File: config.mk
export PLATFORM = sky130hd
export DESIGN_NAME = twc_master
export DESIGN_NICKNAME = d
export VERILOG_FILES = /design/src/rtl/twc_pkg.sv /design/src/rtl/twc_tick.sv /design/src/rtl/twc_rx_capture.sv /design/src/rtl/twc_master.sv
export SDC_FILE = /design/constraint.sdc
export NUM_CORES = 1
export LEC_CHECK = 0
export ABC_AREA = 1
export CORE_UTILIZATION = 40
export CTS_CLUSTER_DIAMETER = 30
export DETAILED_ROUTE_END_ITERATION = 12
export PLACE_DENSITY = 0.65
export SLEW_MARGIN = 20
export SYNTH_ARGS = -nofsm -noshare
export SYNTH_HDL_FRONTEND = slang
export SYNTH_SLANG_ARGS = --single-unit
export TNS_END_PERCENT = 10
File: constraint.sdc
create_clock -name clk_i -period 2.35 [get_ports clk_i]
set_clock_uncertainty 0.15 [all_clocks]
set_input_delay 0.47 -clock clk_i [delete_from_list [all_inputs] [get_ports clk_i]]
set_output_delay 0.47 -clock clk_i [all_outputs]
set_load 0.005 [all_outputs]
File: src/rtl/twc_pkg.sv
package twc_pkg;

    localparam int ADDR_W = 6;
    localparam int TYPE_W = 2;
    localparam int BYTE_W = ADDR_W + TYPE_W;
    localparam int BIT_W  = $clog2(BYTE_W);

    // byte slot inside a transaction
    localparam logic [1:0] SLOT_ADDR = 2'd0;
    localparam logic [1:0] SLOT_D0   = 2'd1;
    localparam logic [1:0] SLOT_D1   = 2'd2;

    typedef enum logic [2:0] {
        ST_IDLE,
        ST_START,
        ST_SETUP,
        ST_LOW,
        ST_HIGH,
        ST_HOLD,
        ST_HALT
    } twc_state_e;

    typedef struct packed {
        twc_state_e         st;
        logic [1:0]         slot;
        logic [BIT_W-1:0]   bit_i;
        logic               rd;
        logic               two;
        logic [BYTE_W-1:0]  abyte;
        logic [BYTE_W-1:0]  w0;
        logic [BYTE_W-1:0]  w1;
        logic               scl;
        logic               sda;
        logic               mode;
        logic               scl_oe;
        logic               sda_oe;
        logic               mode_oe;
        logic               busy;
        logic               done;
    } twc_regs_t;

endpackage

File: src/rtl/twc_tick.sv
module twc_tick #(
    parameter int W = 4
) (
    input  logic         clk_i,
    input  logic         rst_ni,
    input  logic         load_i,
    input  logic [W-1:0] val_i,
    output logic         expired_o
);
    logic [W-1:0] cnt_d, cnt_q;

    always_comb begin
        cnt_d = cnt_q;
        if (load_i)
            cnt_d = val_i;
        else if (cnt_q != '0)
            cnt_d = cnt_q - 1'b1;
    end

    always_ff @(posedge clk_i) begin
        if (!rst_ni) cnt_q <= '0;
        else         cnt_q <= cnt_d;
    end

    assign expired_o = (cnt_q == '0);
endmodule

File: src/rtl/twc_rx_capture.sv
module twc_rx_capture
    import twc_pkg::*;
(
    input  logic              clk_i,
    input  logic              rst_ni,
    input  logic              sample_i,
    input  logic [1:0]        slot_i,
    input  logic [BIT_W-1:0]  bit_i,
    input  logic              sda_i,
    output logic [BYTE_W-1:0] rdata0_o,
    output logic [BYTE_W-1:0] rdata1_o
);
    logic [BYTE_W-1:0] r0_d, r0_q, r1_d, r1_q;

    always_comb begin
        r0_d = r0_q;
        r1_d = r1_q;
        if (sample_i) begin
            if (slot_i == SLOT_D0) r0_d[bit_i] = sda_i;
            else                   r1_d[bit_i] = sda_i;
        end
    end

    always_ff @(posedge clk_i) begin
        if (!rst_ni) begin
            r0_q <= '0;
            r1_q <= '0;
        end else begin
            r0_q <= r0_d;
            r1_q <= r1_d;
        end
    end

    assign rdata0_o = r0_q;
    assign rdata1_o = r1_q;
endmodule

File: src/rtl/twc_master.sv
module twc_master
    import twc_pkg::*;
#(
    parameter int T_LOW   = 4,
    parameter int T_HIGH  = 4,
    parameter int T_HALT  = 8,
    parameter int T_SETUP = 4,
    parameter int T_HOLD  = 4
) (
    input  logic              clk_i,
    input  logic              rst_ni,
    input  logic              req_i,
    input  logic [ADDR_W-1:0] dev_addr_i,
    input  logic [TYPE_W-1:0] xfer_type_i,
    input  logic              rd_i,
    input  logic              two_bytes_i,
    input  logic [BYTE_W-1:0] wdata0_i,
    input  logic [BYTE_W-1:0] wdata1_i,
    output logic              busy_o,
    output logic              done_o,
    output logic [BYTE_W-1:0] rdata0_o,
    output logic [BYTE_W-1:0] rdata1_o,
    output logic              scl_o,
    output logic              scl_oe_o,
    output logic              sda_o,
    output logic              sda_oe_o,
    input  logic              sda_i,
    output logic              mode_o,
    output logic              mode_oe_o
);
    localparam int MAX_A = (T_LOW  > T_HIGH)  ? T_LOW  : T_HIGH;
    localparam int MAX_B = (T_HALT > T_SETUP) ? T_HALT : T_SETUP;
    localparam int MAX_C = (MAX_A  > MAX_B)   ? MAX_A  : MAX_B;
    localparam int MAX_T = (MAX_C  > T_HOLD)  ? MAX_C  : T_HOLD;
    localparam int TW    = $clog2(MAX_T + 1);

    localparam logic [TW-1:0] LD_LOW   = TW'(T_LOW - 1);
    localparam logic [TW-1:0] LD_HIGH  = TW'(T_HIGH - 1);
    localparam logic [TW-1:0] LD_HALT  = TW'(T_HALT - 1);
    localparam logic [TW-1:0] LD_SETUP = TW'(T_SETUP - 1);
    localparam logic [TW-1:0] LD_HOLD  = TW'(T_HOLD - 1);

    twc_regs_t        q, d;
    logic             tmr_load;
    logic [TW-1:0]    tmr_val;
    logic             tmr_exp;
    logic             rx_sample;
    logic [BYTE_W-1:0] cur_byte;
    logic [BIT_W-1:0] nxt_bit;
    logic             sending;
    logic             last_slot;
    logic             rd_lat;

    twc_tick #(.W(TW)) u_tick (
        .clk_i     (clk_i),
        .rst_ni    (rst_ni),
        .load_i    (tmr_load),
        .val_i     (tmr_val),
        .expired_o (tmr_exp)
    );

    twc_rx_capture u_rx (
        .clk_i    (clk_i),
        .rst_ni   (rst_ni),
        .sample_i (rx_sample),
        .slot_i   (q.slot),
        .bit_i    (q.bit_i),
        .sda_i    (sda_i),
        .rdata0_o (rdata0_o),
        .rdata1_o (rdata1_o)
    );

    // byte currently on the wire
    always_comb begin
        case (q.slot)
            SLOT_ADDR: cur_byte = q.abyte;
            SLOT_D0:   cur_byte = q.w0;
            default:   cur_byte = q.w1;
        endcase
    end

    assign nxt_bit   = q.bit_i + 1'b1;
    assign sending   = (q.slot == SLOT_ADDR) || !q.rd;
    assign last_slot = (q.slot == SLOT_D1) || ((q.slot == SLOT_D0) && !q.two);

    always_comb begin
        d         = q;
        d.done    = 1'b0;
        tmr_load  = 1'b0;
        tmr_val   = '0;
        rx_sample = 1'b0;

        case (q.st)
            ST_IDLE: begin
                if (req_i) begin
                    d.st      = ST_START;
                    d.slot    = SLOT_ADDR;
                    d.bit_i   = '0;
                    d.rd      = rd_i;
                    d.two     = two_bytes_i;
                    d.abyte   = {dev_addr_i, xfer_type_i};
                    d.w0      = wdata0_i;
                    d.w1      = wdata1_i;
                    d.scl     = 1'b1;
                    d.sda     = 1'b1;
                    d.mode    = 1'b1;
                    d.scl_oe  = 1'b1;
                    d.sda_oe  = 1'b1;
                    d.mode_oe = 1'b1;
                    d.busy    = 1'b1;
                    tmr_load  = 1'b1;
                    tmr_val   = '0;
                end
            end
            ST_START: begin
                if (tmr_exp) begin
                    d.st     = ST_SETUP;
                    d.mode   = 1'b0;
                    tmr_load = 1'b1;
                    tmr_val  = LD_SETUP;
                end
            end
            ST_SETUP: begin
                if (tmr_exp) begin
                    d.st    = ST_LOW;
                    d.bit_i = '0;
                    d.scl   = 1'b0;
                    if (sending) d.sda = cur_byte[0];
                    tmr_load = 1'b1;
                    tmr_val  = LD_LOW;
                end
            end
            ST_LOW: begin
                if (tmr_exp) begin
                    rx_sample = !sending;
                    d.st      = ST_HIGH;
                    d.scl     = 1'b1;
                    tmr_load  = 1'b1;
                    tmr_val   = LD_HIGH;
                end
            end
            ST_HIGH: begin
                if (tmr_exp) begin
                    tmr_load = 1'b1;
                    if (q.bit_i == BIT_W'(BYTE_W - 1)) begin
                        d.st    = ST_HOLD;
                        d.scl   = 1'b1;
                        tmr_val = LD_HOLD;
                        if ((q.slot == SLOT_ADDR) && q.rd) d.sda_oe = 1'b0;
                    end else begin
                        d.st    = ST_LOW;
                        d.bit_i = nxt_bit;
                        d.scl   = 1'b0;
                        if (sending) d.sda = cur_byte[nxt_bit];
                        tmr_val = LD_LOW;
                    end
                end
            end
            ST_HOLD: begin
                if (tmr_exp) begin
                    if (q.slot != SLOT_ADDR && last_slot) begin
                        d.st      = ST_IDLE;
                        d.scl_oe  = 1'b0;
                        d.sda_oe  = 1'b0;
                        d.mode_oe = 1'b0;
                        d.busy    = 1'b0;
                        d.done    = 1'b1;
                    end else if (q.slot == SLOT_D0) begin
                        d.st     = ST_HALT;
                        d.slot   = SLOT_D1;
                        d.scl    = 1'b0;
                        tmr_load = 1'b1;
                        tmr_val  = LD_HALT;
                    end else begin
                        d.st     = ST_SETUP;
                        d.slot   = SLOT_D0;
                        d.mode   = 1'b1;
                        tmr_load = 1'b1;
                        tmr_val  = LD_SETUP;
                    end
                end
            end
            ST_HALT: begin
                if (tmr_exp) begin
                    d.st     = ST_SETUP;
                    d.scl    = 1'b1;
                    d.mode   = 1'b1;
                    tmr_load = 1'b1;
                    tmr_val  = LD_SETUP;
                end
            end
            default: d.st = ST_IDLE;
        endcase
    end

    always_ff @(posedge clk_i) begin
        if (!rst_ni) begin
            q         <= '0;
            q.st      <= ST_IDLE;
            q.scl     <= 1'b1;
            q.sda     <= 1'b1;
            q.mode    <= 1'b1;
        end else begin
            q <= d;
        end
    end

    assign busy_o    = q.busy;
    assign done_o    = q.done;
    assign scl_o     = q.scl;
    assign scl_oe_o  = q.scl_oe;
    assign sda_o     = q.sda;
    assign sda_oe_o  = q.sda_oe;
    assign mode_o    = q.mode;
    assign mode_oe_o = q.mode_oe;
    assign rd_lat    = q.rd;
endmodule

# After elaboration in Yosys (flattened, before gate mapping)
# Index checks and enable logic that the tools add are counted.
[totals]
ff_bits = 62
[op_classes]
bitwise = 1
muxes = 61
eq_ne = 27
addsub = 2
reduce_logical = 35
magnitude_cmp = 3
[op_table]
columns = ["operator", "count"]
rows = [
  ["41-bit 2-to-1 mux", 1],
  ["3-bit 2-to-1 mux", 12],
  ["2-bit inequality test, second input constant", 16],
  ["1-bit 2-to-1 mux", 22],
  ["7-bit AND reduction", 3],
  ["3-bit one-hot mux with 6 select lines", 1],
  ["8-bit bitwise mux", 2],
  ["8-bit one-hot mux with 2 select lines", 1],
  ["5-bit 2-to-1 mux", 3],
  ["3-bit == test, second input constant", 4],
  ["1-bit one-hot mux with 3 select lines", 3],
  ["3-bit one-hot mux with 3 select lines", 1],
  ["3-bit by 4-bit less-than comparator with 1-bit output, second input constant", 2],
  ["2-bit 2-to-1 mux", 4],
  ["4-bit 2-to-1 mux", 2],
  ["2-bit one-hot mux with 2 select lines", 2],
  ["4-bit AND reduction", 2],
  ["8-bit AND reduction", 1],
  ["4-bit nonzero test", 2],
  ["3-bit by 2-bit == test with 1-bit output, second input constant", 2],
  ["6-bit 2-to-1 mux", 1],
  ["3-bit one-hot mux with 2 select lines", 1],
  ["2-bit AND reduction", 3],
  ["6-bit AND reduction", 1],
  ["other kinds (26)", 37],
]

# Logic depth before layout (Yosys ltp)
# Gate-level depths: netlist of run 1.
[depth]
depth_word = 8
depth_mapped = 11

# Modules after synthesis
# From an unflattened synthesis of run 1, not the netlist that was laid out.
[hier_totals]
cells_unflattened = 456
area_unflattened_um2 = 3041.7
[modules_own_cells]
columns = ["mod", "cells_per_inst", "area_each_um2", "n_inst", "seq_area_each_um2"]
rows = [
  ["twc_master", 296, 2049.5, 1, 800.8],
  ["twc_rx_capture", 120, 744.5, 1, 320.3],
  ["twc_tick", 40, 247.7, 1, 80.1],
]

# Least setup slack after synthesis of run 1
# Ideal clock, no wire load.
[synth_timing]
path_kind = "reg-to-reg"
from = "register u_tick.cnt_q[0]"
to = "register q (netlist bit mode_o)"
arrival_time_ns = 1.373
path_stages_with_launch = 10
setup_time_ns = 0.119
slack_ns = 0.708
required_time_ns = 2.081
path_cell_list = "dfxtp_1 -> inv_1 -> ha_1 -> nand2_2 -> inv_1 -> o21ai_4 -> nor2_2 -> nand2_1 -> a21oi_1 -> o21ai_1"
[synth_via]
elab_chain_len = 3
[synth_rtl]
columns = ["item", "line_no", "text"]
rows = [
  ["start: declaration", "twc_tick.sv:10", "logic [W-1:0] cnt_d, cnt_q;"],
  ["start signal: assignment", "twc_tick.sv:22", "else cnt_q <= cnt_d;"],
  ["4-bit logical NOT *", "twc_tick.sv:25", "assign expired_o = (cnt_q == '0);"],
  ["2-bit inequality test (no source line)", "n/a", ""],
  ["7-bit AND reduction (no source line) *", "n/a", ""],
  ["end: declaration", "twc_master.sv:43", "twc_regs_t q, d;"],
]
# Every way passes the cells marked *; elsewhere a longest branch is shown, timed or not.
# A chain may end at the register's enable or synchronous reset.

# Worst setup path after layout of run 1
# Same ends and word-level chain as after synthesis.

==> results of run 1 <==
-- cell usage after synthesis (7+ instances only) --
| cell type | n | area share |
|---|---|---|
| nor2_1 | 56 | 0.069 |
| buf_2 | 7 | 0.012 |
| nand3_1 | 17 | 0.028 |
| a21oi_1 | 44 | 0.072 |
| nand2_2 | 7 | 0.014 |
| clkbuf_1 | 7 | 0.0086 |
| o21ai_0 | 46 | 0.076 |
| inv_2 | 8 | 0.0099 |
| inv_1 | 54 | 0.067 |
| dfxtp_1 | 60 | 0.39 |
| nor3_1 | 28 | 0.046 |
| nand2_1 | 55 | 0.068 |
| o21ai_1 | 7 | 0.012 |
| nand4_1 | 7 | 0.014 |
-- kinds of logic after synthesis --
kind of cell / count (synthesis)
adder cells (fa/ha/maj): 3
AND/OR/NAND/NOR: 183
flip-flops: 60
XOR/XNOR: 2
buffers and inverters: 85
AO/OA/AOI/OAI: 106
-- cell usage in the layout, fill, tap and decap left out, drive strengths merged, types with 3 or more instances in the layout --
master          n
clkbuf         10
o21ai          54
nor2           64
nand3          20
clkinv          3
nor3           28
a21oi          45
ha              3
nand4           7
bufinv          3
inv            62
clkdlybuf4s50  53
dfxtp          60
nand2          63
buf             6
-- worst max-delay path, delay by kind of cell, from the launching register on --
| family | cells | cell delay (ns) |
|---|---|---|
| AND/OR/NAND/NOR | 3 | 0.45 |
| flip-flops | 1 | 0.31 |
| buffers and inverters | 2 | 0.38 |
| AO/OA/AOI/OAI | 3 | 0.30 |
| adder cells (fa/ha/maj) | 1 | 0.21 |
-- per-stage QoR --
stage | std cells | area (µm²)
2_1_floorplan | 439 | 3040
3_5_place_dp | 575 | 3620
4_1_cts | 591 | 3870
3_3_place_gp | 575 | 3620
6_report | 591 | 3870
5_1_grt | 591 | 3870
-- final cells by class --
cell class,count,area (µm²),area share
multi-input cells,294,1480,0.383
flip-flops and latches,60,1200,0.311
repair buffers,59,576,0.149
inverters,63,236,0.0612
clock buffers,10,138,0.0356
well taps,99,124,0.0320
clock inverters,6,111,0.0288
-- per-layer routing --
metal | global-route usage | vias up
met3 | 0.0452 | 14
met4 | 0.0837 | 0
li1 | - | 1527
met2 | 0.339 | 65
met5 | 0 | -
met1 | 0.258 | 1330
-- flip-flops by register name, indices dropped and copies added (netlist names) --
| register | cells |
|---|---|
| q | 33 |
| u_rx.rdata0_o | 8 |
| u_rx.rdata1_o | 8 |
| u_tick.cnt_q | 4 |
| done_o | 1 |
| mode_o | 1 |
| rd_lat | 1 |
| scl_o | 1 |
| scl_oe_o | 1 |
| sda_o | 1 |
| sda_oe_o | 1 |
-- worst max path at each step --
stage | endpoint | slack [ns] | cells past startpoint
2_1_floorplan | mode_o | 0.71 | 9
3_3_place_gp | sda_o | 0.31 | 10
3_5_place_dp | q[32] | 0.23 | 7
4_1_cts | u_rx.rdata0_o[7] | 0.44 | 6
5_1_grt | u_rx.rdata1_o[4] | 0.19 | 6
6_report | mode_o | 0.44 | 9
-- report_power, final --
group	internal, W	total [W]	switching (W)
Sequential	0.00123	0.00139	0.000156
Clock	0.000733	0.00114	0.000412
Combinational	0.000562	0.00149	0.000932
Total	0.00253	0.00403	0.00150
==> run metrics, run 1 <==
DRT Wirelength 7330 µm; wire length per cell 12.4 µm; max_slew headroom 0.611; setup tns final 0 ns; final hold violation count 0; min Tclk post-route 1.91 ns; Slowest cell on crit path dfxtp_1; worst skew pair latency 0.34 ns; die footprint 7960 µm²; port buffer count 53; clock root buffer master clkbuf_8; most frequent CP cell inv_1; post-synthesis sequential area ratio 0.395; CP Class reg -> reg; #FFs+latches synth 60; # diodes 0; adder-cell share of the synthesized area 0.0123; post-place setup slack 0.234 ns; type of the tightest min-delay check reg -> reg; worst hold path depth 2; Clk pin slew, worst setup/hold paths 0.07 ns; R2R depth 9; max_cap viols 0; multiplexer area fraction after synthesis 0; vias in the first global route 2739; number of distinct library cells after synthesis 35; worst setup path start u_tick.cnt_q[0]; antenna violations before repair 0; hold path endpoint q[29]; routability cong. 0.884; Final Worst Setup Slack 0.436 ns; row count 31; Peak VDD IR 0.000409 V; Fillers 738; synthesized instance count 439; power per cell area 1040 nW/µm²; drt drc 0; layout cell share with drive strength beyond 1 0.106; Tcrit/Tclk final 0.815; Crit. End Element flip-flop; Via density 4.97; Pleak 1.54 nW; Pre-Repair DR Iteration Count 5; main combinational cell family by area after synthesis simple AND/OR/NAND/NOR gates; Compound-Gate Fraction of Synth Area 0.189; synthesized cell area 3040 µm²; GRT Total Usage 0.205; CTS tree done; io pins 54; worst slew pin tran 0.582 ns; status finished clean; setup violators final 0; Ys Warns 0; core area 7290 µm²; smallest hold slack 0.304 ns; Die Height 89.2 µm; largest net degree at the start of global routing 33; htree depth 3; mean post-synth cell area 6.93 µm²; post-layout util 0.530; area share of and/or/nand/nor cells after synthesis 0.279; syn nets 472; crit-path max FO 9; CTS Buf Count 9; CTS sink cnt 60; CTS Hold Buffers Added 0; DR vias 2936; M1 WL 3390 µm; Final Max Tran Viols 0; Longest Clk Path Bufs 2; Iteration-0 DRC Markers 132; RSZ-0062 raised after global routing false; GRT Residual Overflow 0; EDFF count, synth 0; HP Start q[29]; Post-synth ARST share 0; slowest stage delay, CP 0.31 ns; r2r startpoint u_tick.cnt_q[0]; WL met2 3550 µm; Setup Buffers After CTS 0; Highest Signal Layer met4; P&R area growth vs syn 27.1%; Resize count post-CTS 0; final-stage net count 520; first-pass GRT wire length 12400 µm; hpwl dp 5310 µm; DR WL met3 282 µm; startpoint types flip-flop; Reg-to-Reg End mode_o; critical path arrival 1.99 ns; Synth Area in XOR/XNOR 0.00576; maximum clock frequency 522 MHz; Die Wd 89.2 µm; top_reg_cell synth dfxtp_1; reg2reg setup slack 0.44 ns; overall power 0.00403 W; Antenna Nets Post-Route 0; Initial Utilization 0.417; cells along the critical path inv_1 > ha_1 > nand2_2 > inv_1 > o21ai_4 > nor2_2 > nand2_1 > a21oi_1 > o21ai_1; Critical Path RT 2.43 ns
Power figures use the tool's default switching activity.
==> run 2, diff against run 1 <==
==> constraint.sdc (replaced) <==
create_clock -name clk_i -period 1.9 [get_ports clk_i]
set_clock_uncertainty 0.15 [all_clocks]
set_input_delay 0.38 -clock clk_i [delete_from_list [all_inputs] [get_ports clk_i]]
set_output_delay 0.38 -clock clk_i [all_outputs]
set_load 0.005 [all_outputs]
==> run metrics, run 2 (synthesis gave the netlist of run 1 again) <==
status finished clean (unchanged); type of the tightest min-delay check reg -> reg (unchanged); maximum clock frequency 568 MHz (was 522 MHz); r2r startpoint u_tick.cnt_q[0] (unchanged); CTS sink cnt 60 (unchanged); most frequent cells in the layout dfxtp_1 (60), nor2_1 (56), nand2_1 (55) (unchanged); final-stage net count 535 (was 520); overall power 0.00502 W (was 0.00403 W); DR vias 2946 (was 2936); setup violators final 0 (unchanged); cells along the critical path inv_1 > ha_1 > nand2_2 > inv_1 > o21ai_4 > nor2_2 > buf_4 > nand2_2 > nand2_1 > a21oi_2 (was inv_1 > ha_1 > nand2_2 > inv_1 > o21ai_4 > nor2_2 > nand2_1 > a21oi_1 > o21ai_1); CP delay by family, top buffers and inverters (was simple AND/OR/NAND/NOR gates); Crit. End Element flip-flop (unchanged); Via density 4.86 (was 4.97); vias in the first global route 2858 (was 2739); largest net degree at the start of global routing 52 (was 33); DRT Wirelength 7200 µm (was 7330 µm); Die Wd 89.2 µm (unchanged); Initial Utilization 0.417 (unchanged); startpoint types flip-flop (unchanged); final hold violation count 0 (unchanged); # diodes 0 (unchanged); Reg-to-Reg End q[37] (was mode_o); GRT Residual Overflow 0 (unchanged); max_slew headroom 0.728 (was 0.611); Resize count post-CTS 0 (unchanged); Slowest cell on crit path dfxtp_1 (unchanged); Longest Clk Path Bufs 2 (unchanged); critical path arrival 1.88 ns (was 1.99 ns); wire length per cell 11.9 µm (was 12.4 µm); port buffer count 53 (unchanged); Iteration-0 DRC Markers 95 (was 132); Clk pin slew, worst setup/hold paths 0.07 ns (about the same); reg2reg setup slack 0.14 ns (was 0.44 ns); Peak VDD IR 0.000412 V (was 0.000409 V); HP Start q[22] (was q[29]); R2R depth 10 (was 9); commonest non-fill, non-tap cell in the layout dfxtp_1 (unchanged); CTS Hold Buffers Added 0 (unchanged); drt drc 0 (unchanged); setup tns final 0 ns (unchanged); Tcrit/Tclk final 0.927 (was 0.815); Pre-Repair DR Iteration Count 4 (was 5); fin cells 606 (was 591); htree depth 3 (unchanged); clock root buffer master clkbuf_8 (unchanged); max FFs per register 33 (unchanged); core area 7290 µm² (unchanged); worst hold path depth 2 (unchanged); smallest hold slack 0.305 ns (was 0.304 ns); antenna violations before repair 0 (unchanged); Setup Buffers After CTS 0 (unchanged); Biggest register q (unchanged); hpwl dp 5410 µm (was 5310 µm); Die Height 89.2 µm (unchanged); hold path endpoint q[22] (was q[29]); first-pass GRT wire length 12600 µm (was 12400 µm); crit-path max FO 7 (was 9); Final Max Tran Viols 0 (unchanged); crit path buf inv count 3 (was 2); CP Class reg -> reg (unchanged); Fillers 731 (was 738); die footprint 7960 µm² (unchanged); row count 31 (unchanged); placed insts 590 (was 575); Antenna Nets Post-Route 0 (unchanged); Pleak 1.61 nW (was 1.54 nW); CTS tree done (unchanged); routability cong. 0.891 (was 0.884); slowest stage delay, CP 0.33 ns (was 0.31 ns); GRT Total Usage 0.206 (was 0.205); P&R area growth vs syn 30.8% (was 27.1%); min Tclk post-route 1.76 ns (was 1.91 ns); Critical Path RT 2.02 ns (was 2.43 ns); power per cell area 1260 nW/µm² (was 1040 nW/µm²); worst skew pair latency 0.33 ns (was 0.34 ns); io pins 54 (unchanged); RSZ-0062 raised after global routing true (was false); CTS Buf Count 9 (unchanged); worst slew pin tran 0.408 ns (was 0.582 ns); layout cell share with drive strength beyond 1 0.130 (was 0.106); max_cap viols 0 (unchanged)
[run 2: cell count changes in the layout (fill, tap and decap cells not counted), sizes merged]
| cell | previous run | this run |
|---|---|---|
| buf | 6 | 21 |
| bufinv | 3 | 2 |
| clkbuf | 10 | 13 |
| clkinv | 3 | 1 |
[run 2: worst max-delay path by stage]
stage                               start          endpoint  slack, ns  depth (start not counted)
after global routing      u_tick.cnt_q[0]  u_rx.rdata1_o[3]      -0.06                          8
after detailed placement            req_i             q[37]      -0.02                          9
after floorplan           u_tick.cnt_q[0]            mode_o       0.26                          9
after global placement              req_i             q[37]     0.0005                          9
after CTS                        scl_oe_o         mode_oe_o       0.12                          1
final                     u_tick.cnt_q[0]             q[37]       0.14                         10
[run 2: where the power goes]
part	leakage (nW)	total [W]	internal [W]	switching (W)
combinational	1.01	0.00200	0.000803	0.00119
sequential	0.493	0.00169	0.00153	0.000160
clock	0.116	0.00134	0.000847	0.000490
[run 2: stage by stage]
step                cell area [µm²]  setup slack (ns)   util
floorplan                      3040             0.258      -
global placement               3740          0.000534  0.513
detailed placement             3740           -0.0207  0.513
CTS                            3980             0.123  0.546
global route                   3980           -0.0561  0.546
finish                         3980             0.140  0.546
[run 2: routing by layer]
layer | GRT usage | part of all wire | up-vias
met2 | 0.353 | 0.47 | 59
met1 | 0.249 | 0.47 | 1322
li1 | - | - | 1553
met5 | 0 | 0 | -
met3 | 0.0452 | 0.038 | 12
met4 | 0.0880 | 0.018 | 0
[run 2: worst register-to-register path: stages, from the launching register on]
cell and delay [ns]:
dfxtp_1 0.33, inv_1 0.07, ha_1 0.23, nand2_2 0.15
inv_1 0.16, o21ai_4 0.18, nor2_2 0.06, buf_4 0.14
nand2_2 0.05, nand2_1 0.06, a21oi_2 0.11
[run 2: area by class of cell]
| cell class | instances | area, µm² | area share |
|---|---|---|---|
| multi-input combinational | 294 | 1480 | 0.372 |
| sequential | 60 | 1200 | 0.302 |
| timing repair buffer | 74 | 701 | 0.176 |
| inverter | 63 | 236 | 0.0594 |
| clock buffer | 13 | 169 | 0.0425 |
| tap | 99 | 124 | 0.0311 |
| clock inverter | 3 | 67.6 | 0.0170 |
==> run 3, diff against run 2 <==
--- a/config.mk
+++ b/config.mk
@@ -9,6 +9,7 @@
 export CORE_UTILIZATION = 40
 export CTS_CLUSTER_DIAMETER = 30
 export DETAILED_ROUTE_END_ITERATION = 12
+export GPL_TIMING_DRIVEN = 0
 export PLACE_DENSITY = 0.65
 export SLEW_MARGIN = 20
 export SYNTH_ARGS = -nofsm -noshare
==> run metrics, run 3 (synthesis gave the netlist of run 1 again) <==
commonest non-fill, non-tap cell in the layout dfxtp_1 (unchanged); clock root buffer master clkbuf_8 (unchanged); io pins 54 (unchanged); Fillers 734 (was 731); min Tclk post-route 1.86 ns (was 1.76 ns); CP Class in -> reg (was reg -> reg); RSZ-0062 raised after global routing true (unchanged); CP delay by family, top buffers and inverters (unchanged); setup tns final 0 ns (unchanged); crit-path max FO 10 (was 7); setup violators final 0 (unchanged); overall power 0.00508 W (was 0.00502 W); routability cong. 0.863 (was 0.891); layout cell share with drive strength beyond 1 0.126 (was 0.130); Sw Pwr 0.00193 W (was 0.00184 W); r2r startpoint u_tick.cnt_q[0] (unchanged); wire length per cell 12.5 µm (was 11.9 µm); Antenna Nets Post-Route 0 (unchanged); GRT Total Usage 0.212 (was 0.206); startpoint types input pin (was flip-flop); Pleak 1.58 nW (was 1.61 nW); power per cell area 1280 nW/µm² (was 1260 nW/µm²); worst skew pair latency 0.33 ns (about the same); antenna violations before repair 0 (unchanged); internal power 0.00315 W (was 0.00318 W); DR vias 2979 (was 2946); Clk pin slew, worst setup/hold paths 0.07 ns (about the same); # diodes 0 (unchanged); hpwl dp 5680 µm (was 5410 µm); placed insts 590 (unchanged); hold path endpoint q[25] (was q[22]); port buffer count 52 (was 53); GRT Residual Overflow 0 (unchanged); max FFs per register 33 (unchanged); Die Height 89.2 µm (unchanged); reg2reg setup slack 0.12 ns (was 0.14 ns); Slowest cell on crit path clkdlybuf4s50_1 (was dfxtp_1); core area 7290 µm² (unchanged); final hold violation count 0 (unchanged); critical path arrival 1.98 ns (was 1.88 ns); vias in the first global route 2859 (was 2858); maximum clock frequency 538 MHz (was 568 MHz); Tcrit/Tclk final 0.978 (was 0.927); CTS Buf Count 9 (unchanged); R2R depth 9 (was 10); max_slew headroom 0.693 (was 0.728); Crit. End Element flip-flop (unchanged); Die Wd 89.2 µm (unchanged); sw frac 0.379 (was 0.367); first-pass GRT wire length 13000 µm (was 12600 µm); clock share of power 0.265 (was 0.266); CTS tree done (unchanged); most frequent cells in the layout dfxtp_1 (60), nor2_1 (56), nand2_1 (55) (unchanged); worst slew pin tran 0.461 ns (was 0.408 ns); Via density 4.91 (was 4.86); DRT Wirelength 7610 µm (was 7200 µm); HP Start q[25] (was q[22]); max_cap viols 0 (unchanged); slowest stage delay, CP 0.53 ns (was 0.33 ns); worst hold path depth 2 (unchanged); Initial Utilization 0.417 (unchanged); row count 31 (unchanged); final-stage net count 536 (was 535); die footprint 7960 µm² (unchanged); Reg-to-Reg End mode_o (was q[37]); Logic pwr share 0.407 (was 0.398); largest net degree at the start of global routing 11 (was 52); Peak VDD IR 0.000426 V (was 0.000412 V); type of the tightest min-delay check reg -> reg (unchanged); status finished clean (unchanged); Longest Clk Path Bufs 2 (unchanged); CTS sink cnt 60 (unchanged); cells along the critical path clkdlybuf4s50_1 > clkbuf_1 > clkbuf_1 > o21ai_0 > nor2_1 (was inv_1 > ha_1 > nand2_2 > inv_1 > o21ai_4 > nor2_2 > buf_4 > nand2_2 > nand2_1 > a21oi_2); CTS Hold Buffers Added 0 (unchanged); drt drc 0 (unchanged); Iteration-0 DRC Markers 111 (was 95); crit path buf inv count 3 (unchanged); fin cells 607 (was 606); Biggest register q (unchanged); Pre-Repair DR Iteration Count 4 (unchanged); smallest hold slack 0.306 ns (was 0.305 ns); Final Max Tran Viols 0 (unchanged); sequential share of power 0.328 (was 0.336); Critical Path RT 2.02 ns (about the same); P&R area growth vs syn 30.8% (about the same); htree depth 3 (unchanged); most frequent CP cell clkbuf_1
==> run 3: changes by cell type in the layout (fill, tap and decap cells not counted), moves of 2 or more <==
cell	previous run	this run
buf_6	0	2
buf_4	20	7
nand3_2	2	0
nor2_2	5	3
nor2_4	3	5
clkinvlp_4	1	3
clkbuf_1	1	8
buf_2	0	5
nand3_4	1	3
==> run 3: repair_timing <==
| item | CTS | global route |
|---|---|---|
| pin swaps | 0 | 1 |
| endpoints found under the hold margin | 0 | 0 |
| gates resized for setup | 1 | 11 |
| cloned | 0 | 0 |
| endpoints found under the setup margin | 3 | 27 |
| buffers inserted | 0 | 1 |
==> run 3: final cells by class <==
| cell class | count | area [µm²] | share of cell area |
|---|---|---|---|
| well taps | 99 | 124 | 0.0311 |
| flip-flops and latches | 60 | 1200 | 0.302 |
| repair buffers | 53 | 528 | 0.133 |
| multi-input cells | 294 | 1520 | 0.381 |
| inverters | 63 | 244 | 0.0613 |
| clock buffers | 13 | 169 | 0.0424 |
| plain buffers | 22 | 130 | 0.0327 |
| clock inverters | 3 | 67.6 | 0.0170 |
==> run 3: power by group through the flow <==
| stage | Combinational (W) | Sequential [W] | Clock [W] |
|---|---|---|---|
| floorplan | 0.00146 | 0.00167 | 0 |
| global placement | 0.00195 | 0.00169 | 0 |
| detailed placement | 0.00198 | 0.00169 | 0 |
| CTS | 0.00201 | 0.00166 | 0.00137 |
| global route | 0.00233 | 0.00169 | 0.00144 |
| finish | 0.00207 | 0.00167 | 0.00135 |
==> run 3: per-stage QoR <==
step | utilization | area (µm²) | worst slack [ns]
after floorplan | - | 3040 | 0.258
after global placement | 0.506 | 3690 | -0.289
after detailed placement | 0.506 | 3690 | -0.295
after CTS | 0.539 | 3930 | 0.0230
after global routing | 0.546 | 3980 | -0.0422
final | 0.546 | 3980 | 0.0422
==> run 3: worst max-delay path by stage <==
stage,startpoint,endpoint,slack [ns],cells past startpoint
3_3_place_gp,rst_ni,q[36],-0.29,5
4_1_cts,u_tick.cnt_q[0],u_rx.rdata1_o[5],0.02,9
2_1_floorplan,u_tick.cnt_q[0],mode_o,0.26,9
5_1_grt,rst_ni,u_rx.rdata1_o[0],-0.04,5
3_5_place_dp,rst_ni,q[26],-0.29,5
6_report,rst_ni,u_rx.rdata0_o[4],0.04,5
==> run 3: routing by layer <==
| layer | wire [µm] | GRT usage | vias to the layer above | part of all wire |
|---|---|---|---|---|
| met5 | 0 | 0 | - | 0 |
| met4 | 84 | 0.0895 | 0 | 0.011 |
| met1 | 3650 | 0.273 | 1366 | 0.48 |
| met3 | 248 | 0.0305 | 6 | 0.033 |
| met2 | 3620 | 0.357 | 48 | 0.48 |
| li1 | - | - | 1559 | - |
==> run 3: worst reg2reg max path: cells and delay by family, from the launching register on <==
kind | cells | cell delay (ns)
flip-flops | 1 | 0.32
buffers and inverters | 2 | 0.29
adder cells (fa/ha/maj) | 1 | 0.23
AND/OR/NAND/NOR | 3 | 0.43
AO/OA/AOI/OAI | 3 | 0.26
